===== config.mk =====
export PLATFORM = sky130hd
export DESIGN_NAME = wdt_supervisor
export DESIGN_NICKNAME = d
export VERILOG_FILES = /design/src/rtl/wdt_supervisor.sv
export SDC_FILE = /design/constraint.sdc
export NUM_CORES = 1
export LEC_CHECK = 0
export BUFFER_PORTS_ARGS = -buffer_cell sky130_fd_sc_hd__buf_4
export CAP_MARGIN = 10
export CORE_MARGIN = 5
export CORE_UTILIZATION = 30
export CTS_BUF_LIST = sky130_fd_sc_hd__clkbuf_4 sky130_fd_sc_hd__clkbuf_8
export DETAILED_ROUTE_END_ITERATION = 8
export PLACE_DENSITY = 0.55
export SYNTH_ARGS = -nofsm -noshare
export SYNTH_HDL_FRONTEND = slang
export SYNTH_SLANG_ARGS = --single-unit

===== constraint.sdc =====
create_clock -name clk -period 6.6 [get_ports clk]
set_input_delay 1.98 -clock clk [delete_from_list [all_inputs] [get_ports clk]]
set_output_delay 1.98 -clock clk [all_outputs]
set_load 0.005 [all_outputs]

===== src/rtl/wdt_supervisor.sv =====
module wdt_supervisor #(
  parameter int unsigned HOLD_CYCLES = 800_000,
  parameter int unsigned TMO0 = 150_000,
  parameter int unsigned TMO1 = 600_000,
  parameter int unsigned TMO2 = 1_400_000,
  parameter int unsigned TMO3 = 3_000_000,
  parameter logic [3:0]  CFG_INIT = 4'b0000
) (
  input  logic       clk,
  input  logic       por_n,
  input  logic       supply_low,
  input  logic       sel_n,
  input  logic       wp_n,
  input  logic       cfg_valid,
  input  logic [3:0] cfg_data,
  output logic [3:0] cfg_q,
  output logic       wr_err,
  output logic       rst_out_n
);
  localparam int unsigned TMAX01 = (TMO0 > TMO1) ? TMO0 : TMO1;
  localparam int unsigned TMAX23 = (TMO2 > TMO3) ? TMO2 : TMO3;
  localparam int unsigned TMAX   = (TMAX01 > TMAX23) ? TMAX01 : TMAX23;
  localparam int HW = $clog2(HOLD_CYCLES + 1);
  localparam int WW = $clog2(TMAX + 1);

  logic [2:0]    sel_sync;
  logic          kick;
  logic          locked;
  logic [WW-1:0] wd_cnt, period, per_last;
  logic          wd_active, wd_fire;
  logic [HW-1:0] hold_cnt, hold_nxt;

  always_ff @(posedge clk or negedge por_n)
    if (!por_n) sel_sync <= 3'b111;
    else        sel_sync <= {sel_sync[1:0], sel_n};

  assign kick = sel_sync[2] & ~sel_sync[1];

  assign locked = ~wp_n & cfg_q[3];

  always_ff @(posedge clk or negedge por_n)
    if (!por_n) begin
      cfg_q  <= CFG_INIT;
      wr_err <= 1'b0;
    end else begin
      wr_err <= cfg_valid & locked;
      if (cfg_valid && !locked) cfg_q <= cfg_data;
    end

  always_comb
    case (cfg_q[1:0])
      2'd0:    period = WW'(TMO0);
      2'd1:    period = WW'(TMO1);
      2'd2:    period = WW'(TMO2);
      default: period = WW'(TMO3);
    endcase

  assign per_last  = period - WW'(1);
  assign wd_active = rst_out_n & ~cfg_q[2];
  assign wd_fire   = wd_active & ~kick & (wd_cnt == per_last);

  always_ff @(posedge clk or negedge por_n)
    if (!por_n)                  wd_cnt <= '0;
    else if (!wd_active || kick) wd_cnt <= '0;
    else                         wd_cnt <= wd_cnt + WW'(1);

  always_comb
    if (supply_low || wd_fire)          hold_nxt = '0;
    else if (hold_cnt != HW'(HOLD_CYCLES)) hold_nxt = hold_cnt + HW'(1);
    else                                hold_nxt = hold_cnt;

  always_ff @(posedge clk or negedge por_n)
    if (!por_n) begin
      hold_cnt  <= '0;
      rst_out_n <= 1'b0;
    end else begin
      hold_cnt  <= hold_nxt;
      rst_out_n <= (hold_nxt == HW'(HOLD_CYCLES));
    end
endmodule


# Yosys cells after proc, flatten, opt, wreduce, memory -nomap -nowiden
# Index checks and enable logic that the tools add are counted.
[totals]
output_inout_bits = 6
reg_bits = 51
elab_cells = 34
[classes]
mux = 4
addsub = 3
n_eq_ne = 5
n_reduce_logical = 6
n_bitwise = 10
[ops]
columns = ["op", "n"]
rows = [
  ["one-hot mux 22 bit (3 select lines)", 1],
  ["2-to-1 mux 20 bit", 2],
  ["adder 22 x 1 -> 22 bit, second input constant", 1],
  ["equality test 22 bit", 1],
  ["2-to-1 mux 22 bit", 1],
  ["subtractor 22 x 1 -> 22 bit, second input constant", 1],
  ["adder 20 x 1 -> 20 bit, second input constant", 1],
  ["equality test 20 bit, second input constant", 1],
  ["inequality test 20 bit, second input constant", 1],
  ["bitwise AND 1 bit", 6],
  ["inverter 1 bit", 4],
  ["equality test 2 x 1 -> 1 bit, second input constant", 1],
  ["equality test 2 bit, second input constant", 1],
  ["logical NOT 1 bit", 2],
  ["logical NOT 2 bit", 1],
  ["logical OR 1 bit", 2],
  ["logical AND 1 bit", 1],
]

# Depth between registers and ports, before layout
# Gate-level depths: netlist of the first run.
[depth]
ltp_word = 8
ltp_mapped = 8
ltp_nobuf = 7

# Least setup slack after synthesis of the first run
# OpenSTA, ideal clock, no wires.
[synth_timing]
path_type = "input to register"
startpoint = "in wp_n"
endpoint = "reg cfg_q[0]"
setup_ps = 125
arrival_ps = 2623
required_time_ps = 6475
setup_slack_ps = 3852
cell_stages = 2
path_cell_list = "o21ai_0 mux2_2"
[synth_between]
elab_chain_cells = 4
[synth_lines]
columns = ["element", "line_no", "source"]
rows = [
  ["start, declared", "13", "input logic wp_n,"],
  ["inverter 1 bit", "39", "assign locked = ~wp_n & cfg_q[3];"],
  ["bitwise AND 1 bit", "39", ""],
  ["logical NOT 1 bit", "47", "if (cfg_valid && !locked) cfg_q <= cfg_data;"],
  ["logical AND 1 bit", "47", ""],
  ["end signal, assigned", "47", ""],
  ["end, declared", "16", "output logic [3:0] cfg_q,"],
]
# No other way between the ends.
# A chain may end at the register's enable or synchronous reset.

# Final worst setup path of the first run
[layout_timing]
startpoint = "reg cfg_q[0]"
endpoint = "out cfg_q[0]"
# No word-level cell between the ends.

==> results.json, run 1 <==
{
  "vias": 2096,
  "dp_hpwl_microns": 3969,
  "setup_tns_ns": 0,
  "crit_family": "flip-flops",
  "seq_area_sq_um": 1280,
  "synth.distinct_cells": 54,
  "final_common_cell": "nor2_1",
  "rsz0062_at_grt": "false",
  "num_rows": 35,
  "grt_pass1_vias": 2085,
  "worst-path-max-fanout": 13,
  "wl_microns": 5742,
  "max_freq_ghz": 0.3245,
  "reg2reg_from": "sel_sync[1]",
  "syn_area_sq_um": 2846,
  "yosys_warnings": 0,
  "endpoint": "cfg_q[0]",
  "synth-simple-area-share": 0.2892,
  "drcViolationCount": 0,
  "drive_gt1_frac": 0.1368,
  "num-fill-cells": 967,
  "p_sw_frac": 0.2337,
  "synthCells": 300,
  "synth_nets": 313,
  "clock-sinks": 51,
  "crit_path_max_incr_delay_ns": 0.60,
  "p_per_area_nw_per_um2": 188.7,
  "die_y_microns": 107.4,
  "worstSkewPairLatency_ns": 0.31,
  "slew_headroom": 0.4649,
  "worst_pin_slew_ns": 0.8027,
  "startpoint": "cfg_q[0]",
  "die_area_sq_um": 11540,
  "coreArea_sq_um": 9240,
  "cts_tree": "built",
  "skew_ns": 0.01453,
  "maxCapViolations": 0,
  "synth_xor_area_frac": 0.1138,
  "avgSynthCellArea_sq_um": 9.488,
  "hold_buffers": 0,
  "synth_edf_count": 0,
  "multiInputGateArea_sq_um": 1436,
  "routedWlPerCell_microns": 13.17,
  "finalPower_mw": 0.5950,
  "die_w_microns": 107.4,
  "r2r-end": "hold_cnt[17]",
  "cp_num_buf_inv": 1,
  "reg2reg_depth": 7,
  "synth_top_family_by_area": "simple AND/OR/NAND/NOR gates",
  "criticalPathCategory": "reg2out",
  "post_cts_buffers": 0,
  "ios": 16,
  "fin_crit_ns": 3.082,
  "leakage_nw": 1.222,
  "cp_cell_sequence": "buf_4",
  "antenna_found_initial": 0,
  "nets": 319,
  "peakVddDrop_v": 0.00008314,
  "postRouteAntennaNets": 0,
  "seq_area_frac_synth": 0.4497,
  "cts_max_level": 2,
  "place_congestion": 0.7599,
  "crit_required_ns": 4.62,
  "path_clk_slew_ns": 0.10,
  "area_growth_pct": 10.77,
  "cts-root-buf": "clkbuf_8",
  "internal_power_mw": 0.4560,
  "numCtsBuffers": 5,
  "crit_slowest_cell": "dfrtp_1",
  "setup_viol": 0,
  "final_cell_mix": "nor2_1 (51), dfrtp_1 (48), nand2_1 (19), xnor2_1 (19), xor2_1 (18)",
  "critPathLaunchType": "flip-flop",
  "synth_mux_area_frac": 0.02286,
  "power_switching_mw": 0.1390,
  "sequentialPowerShare": 0.555,
  "synth-compound-area-share": 0.06549,
  "vias_per_cell": 4.807,
  "dr.pass1.iters": 4,
  "numPortBuffers": 15,
  "async_flop_share": 1.000,
  "timing.final.crit_share": 0.4670,
  "hold_viol": 0,
  "grt_overflow": 0,
  "status": "completed",
  "grt_max_degree": 52,
  "synthAdderAreaFrac": 0.01319,
  "cts-resized-gates": 0,
  "crit_arrival_ns": 1.10,
  "drt_iter0_markers": 99,
  "ff2ff_setup_slack_ns": 4.07,
  "grt_pass1_wl_microns": 9756,
  "hold_class": "reg2reg",
  "end_kind": "primary output",
  "ys.flop_type": "dfrtp_1",
  "slew_violations": 0,
  "cp.depth": 1,
  "clockBufferDepth": 2,
  "n_antenna_cell": 0,
  "grt_util_all_layers": 0.1035,
  "p_clk_frac": 0.375,
  "comb_power_share": 0.070,
  "synth_seq_cells": 51,
  "initial_utilization": 0.3081
}
## cells by family (layout without fill, tap and decap cells)
| kind of cell | after synthesis | count (layout) |
|---|---|---|
| adder cells (fa/ha/maj) | 3 | 3 |
| AND/OR/NAND/NOR | 147 | 147 |
| flip-flops | 51 | 51 |
| buffers and inverters | 28 | 35 |
| AO/OA/AOI/OAI | 28 | 28 |
| XOR/XNOR | 37 | 37 |
| multiplexers | 6 | 6 |
## worst min path at each step
| stage | from | endpoint | slack (ns) | depth (start not counted) |
|---|---|---|---|---|
| CTS | sel_sync[0] | sel_sync[1] | 0.36 | 0 |
| global route | sel_sync[0] | sel_sync[1] | 0.37 | 0 |
| detailed placement | sel_sync[0] | sel_sync[1] | 0.35 | 0 |
| floorplan | sel_sync[0] | sel_sync[1] | 0.35 | 0 |
| global placement | sel_sync[0] | sel_sync[1] | 0.35 | 0 |
| finish | sel_sync[0] | sel_sync[1] | 0.36 | 0 |
## final cells by class
cell class              instances  share of cell area
repair buffers                 16             0.03810
inverters                      11             0.01310
flip-flops and latches         51              0.4060
multi-input cells             221              0.4556
clock inverters                 2             0.01190
clock buffers                   6             0.02421
well taps                     129             0.05119
## per-stage QoR
| stage | area [sq um] | setup WS [ns] | utilization | hold WS, ns | std cells |
|---|---|---|---|---|---|
| after floorplan | 2846 | 3.852 | - | 0.3452 | 300 |
| after global placement | 3039 | 3.548 | 0.3289 | 0.3464 | 428 |
| after detailed placement | 3039 | 3.530 | 0.3289 | 0.3488 | 428 |
| after CTS | 3153 | 3.502 | 0.3412 | 0.3629 | 436 |
| after global routing | 3153 | 3.464 | 0.3412 | 0.3663 | 436 |
| final | 3153 | 3.518 | 0.3412 | 0.3606 | 436 |
## power groups by stage
stage	clock, mW	combinational (mW)	sequential [mW]
3_5_place_dp	0	0.0423	0.336
5_1_grt	0.245	0.0471	0.332
3_3_place_gp	0	0.0413	0.336
2_1_floorplan	0	0.0262	0.330
6_report	0.223	0.0417	0.330
4_1_cts	0.231	0.0425	0.330
## Yosys cell counts, drive strengths merged (2+ instances only)
| library cell | count | area, sq um |
|---|---|---|
| or2 | 2 | 12.52 |
| nor4 | 6 | 73.82 |
| dfrtp | 48 | 1201 |
| xnor2 | 19 | 166.4 |
| xor2 | 18 | 157.7 |
| nor2b | 2 | 12.51 |
| buf | 5 | 31.28 |
| nor4b | 2 | 17.52 |
| nor3 | 12 | 60.06 |
| ha | 3 | 37.54 |
| o21ai | 5 | 25.02 |
| mux2i | 2 | 20.02 |
| o22ai | 3 | 18.77 |
| dfstp | 3 | 78.83 |
| inv | 11 | 41.29 |
| mux2 | 4 | 45.04 |
| a21oi | 8 | 40.04 |
| nand2b | 3 | 18.77 |
| nand3b | 2 | 15.01 |
| nand3 | 15 | 75.07 |
| nand4b | 3 | 41.29 |
| and4 | 4 | 36.29 |
| nand2 | 19 | 71.32 |
| o32ai | 2 | 17.52 |
| nor3b | 2 | 15.01 |
| and3 | 2 | 12.51 |
| clkbuf | 12 | 57.55 |
| nor2 | 51 | 191.4 |
| nor4bb | 2 | 20.02 |
| or3 | 4 | 30.03 |
| nand4 | 14 | 100.1 |
## layer usage
layer,global-route usage,share of wire
met4,0.02615,0.013
met2,0.1725,0.46
met5,0,0
met3,0.02639,0.028
met1,0.1339,0.49
## sequential cells by signal, summed over array words and instances, names as in the netlist
name and cells:
wr_err 1, rst_out_n 1, sel_sync 3, hold_cnt 20, cfg_q 4, wd_cnt 22
Power figures use the tool's default switching activity.
==> run 2: changes to the inputs <==
ABC_AREA = 1   (was not set)
clock period = 3 ns   (was 6.6 ns; I/O delays follow)
==> run 2 against run 1 <==
Hold slack better by 0.010 ns. Die area up 7.8%. Clock-buffer cell count did not move. First-iteration DRC count up 70%. Final cell count increased by 31%. Non-clock buffer count stayed put. Worst setup slack got worse by 2.8 ns. Via count rose by 27%. Sequential cell count did not move. Register-to-register slack lost 3.3 ns. Area after synthesis up 8.6%.
==> results.json, run 2 <==
{
  "status": "completed",
  "grt_overflow": 0,
  "routedWlPerCell_microns": 12.43,
  "peakVddDrop_v": 0.0001586,
  "cts_tree": "built",
  "vias_per_cell": 4.628,
  "final_cell_area_sq_um": 3421,
  "grt_max_degree": 52,
  "placed_cell_area_sq_um": 3333,
  "final_cell_mix": "nand2_1 (91), nor2_1 (68), inv_1 (62), dfrtp_1 (48), nand3_1 (31)",
  "async_flop_share": 1.000,
  "synth.top_cells.by_count": "nand2_1 (91), nor2_1 (68), inv_1 (62)",
  "cts-resized-gates": 0,
  "cts-root-buf": "clkbuf_8",
  "reg_top3": "wd_cnt: 22 flops, hold_cnt: 20 flops, cfg_q: 4 flops",
  "cts_max_level": 2,
  "synthCells": 420,
  "critPathLaunchType": "flip-flop",
  "antenna_found_initial": 0,
  "leakage_nw": 1.601,
  "hold_viol": 0,
  "postRouteAntennaNets": 0,
  "end_kind": "flip-flop",
  "num-fill-cells": 1112,
  "clockBufferDepth": 2,
  "die_w_microns": 111.5,
  "rsz0062_at_grt": "false",
  "synth_top_cell_by_area": "dfrtp_1",
  "fin_crit_ns": 2.266,
  "place_congestion": 0.8655,
  "timing.final.crit_share": 0.7555,
  "initial_utilization": 0.3034,
  "numPortBuffers": 15,
  "path_clk_slew_ns": 0.09,
  "criticalPathCategory": "reg2reg",
  "numCtsBuffers": 5,
  "slew_headroom": 0.5667,
  "vias": 2652,
  "dp_hpwl_microns": 5469,
  "grt_util_all_layers": 0.1208,
  "post_cts_buffers": 0,
  "grt_pass1_vias": 2628,
  "nets": 450,
  "worst-path-max-fanout": 15,
  "grt_pass1_wl_microns": 12340,
  "hold_buffers": 0,
  "setup_viol": 0,
  "seq_area_frac_synth": 0.4142,
  "clock-sinks": 51,
  "drive_gt1_frac": 0.1304,
  "slew_violations": 0,
  "regMostFlops": "wd_cnt",
  "final_common_cell": "nand2_1",
  "ff2ff_setup_slack_ns": 0.73,
  "drt_iter0_markers": 168,
  "p_per_area_nw_per_um2": 364.4,
  "worstSkewPairLatency_ns": 0.31,
  "maxCapViolations": 0,
  "synth_seq_cells": 51,
  "n_antenna_cell": 0,
  "max_freq_ghz": 0.4412,
  "synth_area_leaders": "dfrtp_1 (39%), nand2_1 (11%), nor2_1 (8.3%)",
  "worst_pin_slew_ns": 0.6499,
  "crit_required_ns": 3.25,
  "hold_class": "reg2reg",
  "die_area_sq_um": 12430,
  "syn_area_sq_um": 3090,
  "crit_arrival_ns": 2.52,
  "area_growth_pct": 10.69,
  "largest_reg_flops": 22,
  "synth_nets": 433,
  "num_rows": 37,
  "yosys_warnings": 0,
  "synth.top_cell.area_share": 0.3887,
  "avgSynthCellArea_sq_um": 7.358,
  "wl_microns": 7122,
  "ys.flop_type": "dfrtp_1",
  "coreArea_sq_um": 10180,
  "setup_tns_ns": 0,
  "synth_most_common_cell": "nand2_1",
  "dr.pass1.iters": 4,
  "die_y_microns": 111.5,
  "synth_edf_count": 0,
  "ios": 16,
  "skew_ns": 0.007279,
  "drcViolationCount": 0,
  "synth.distinct_cells": 38
}
[run 2: cell count changes after synthesis, sizes merged, moves of 5 or more]
cell / delta
xnor2: -18
clkbuf: -11
inv: +58
nand2: +75
o21ai: +5
nor2: +26
nand3: +20
a21oi: +7
[run 2: path summary, 6_finish.rpt]
kind | startpoint | endpoint | depth (start not counted)
worst max register to register | cfg_q[0] | rst_out_n | 12
worst min-delay path | sel_sync[1] | sel_sync[2] | 0
worst min register to register | sel_sync[1] | sel_sync[2] | 0
min in group asynchronous | por_n | wd_cnt[5] | 1
max in group asynchronous | por_n | hold_cnt[19] | 1
worst max-delay path | cfg_q[0] | rst_out_n | 12
[run 2: routing by layer]
metal,wire [microns],vias to the layer above,global-route usage
li1,-,1366,-
met1,3491,1214,0.1667
met2,3071,64,0.1842
met3,432,8,0.02826
met4,126,0,0.04542
met5,0,-,0
[run 2: area by class of cell]
cell class                 count  area, sq um  area share
clock buffer                   6        82.58     0.02414
clock inverter                 1        5.005    0.001463
inverter                      70        266.5     0.07791
multi-input combinational    293         1496      0.4375
sequential                    51         1280      0.3742
tap                          136        170.2     0.04974
timing repair buffer          16        120.1     0.03511
[run 2: logic make-up (layout without fill, tap and decap cells)]
family | count (synthesis) | after routing | synth area share
flip-flops | 51 | 51 | 0.4142
adder cells (fa/ha/maj) | 3 | 3 | 0.01215
buffers and inverters | 76 | 93 | 0.1016
XOR/XNOR | 15 | 15 | 0.04251
AO/OA/AOI/OAI | 34 | 34 | 0.06437
multiplexers | 2 | 2 | 0.007287
AND/OR/NAND/NOR | 239 | 239 | 0.3579
[run 2: per-stage QoR]
stage                       util  hold WS (ns)  cells  total power [mW]  setup slack, ns
after floorplan                -        0.3452    420            0.8069            1.401
after global placement    0.3273        0.3550    566            0.8517           0.7869
after detailed placement  0.3273        0.3541    566            0.8544           0.7384
after CTS                 0.3359        0.3695    573             1.274           0.7032
after global routing      0.3359        0.3757    573             1.324           0.4514
final                     0.3359        0.3706    573             1.247           0.7336
[run 2: worst max-delay path: stages (launching register included)]
cell	delay, ns
dfrtp_1	0.61
inv_2	0.11
nand2_1	0.10
nand2_1	0.06
nand2_1	0.05
nand3_1	0.09
nor2_2	0.10
nand3_2	0.21
nand2_1	0.48
inv_1	0.07
o21ai_0	0.08
nand4_1	0.10
nor2_1	0.12
[run 2: where the power goes]
part           switching, mW  total (mW)  internal [mW]  leakage, nW
clock                  0.227       0.408          0.181       0.0470
combinational         0.0661       0.112         0.0460        0.866
sequential            0.0232       0.726          0.703        0.689
total                  0.316        1.25          0.931         1.60
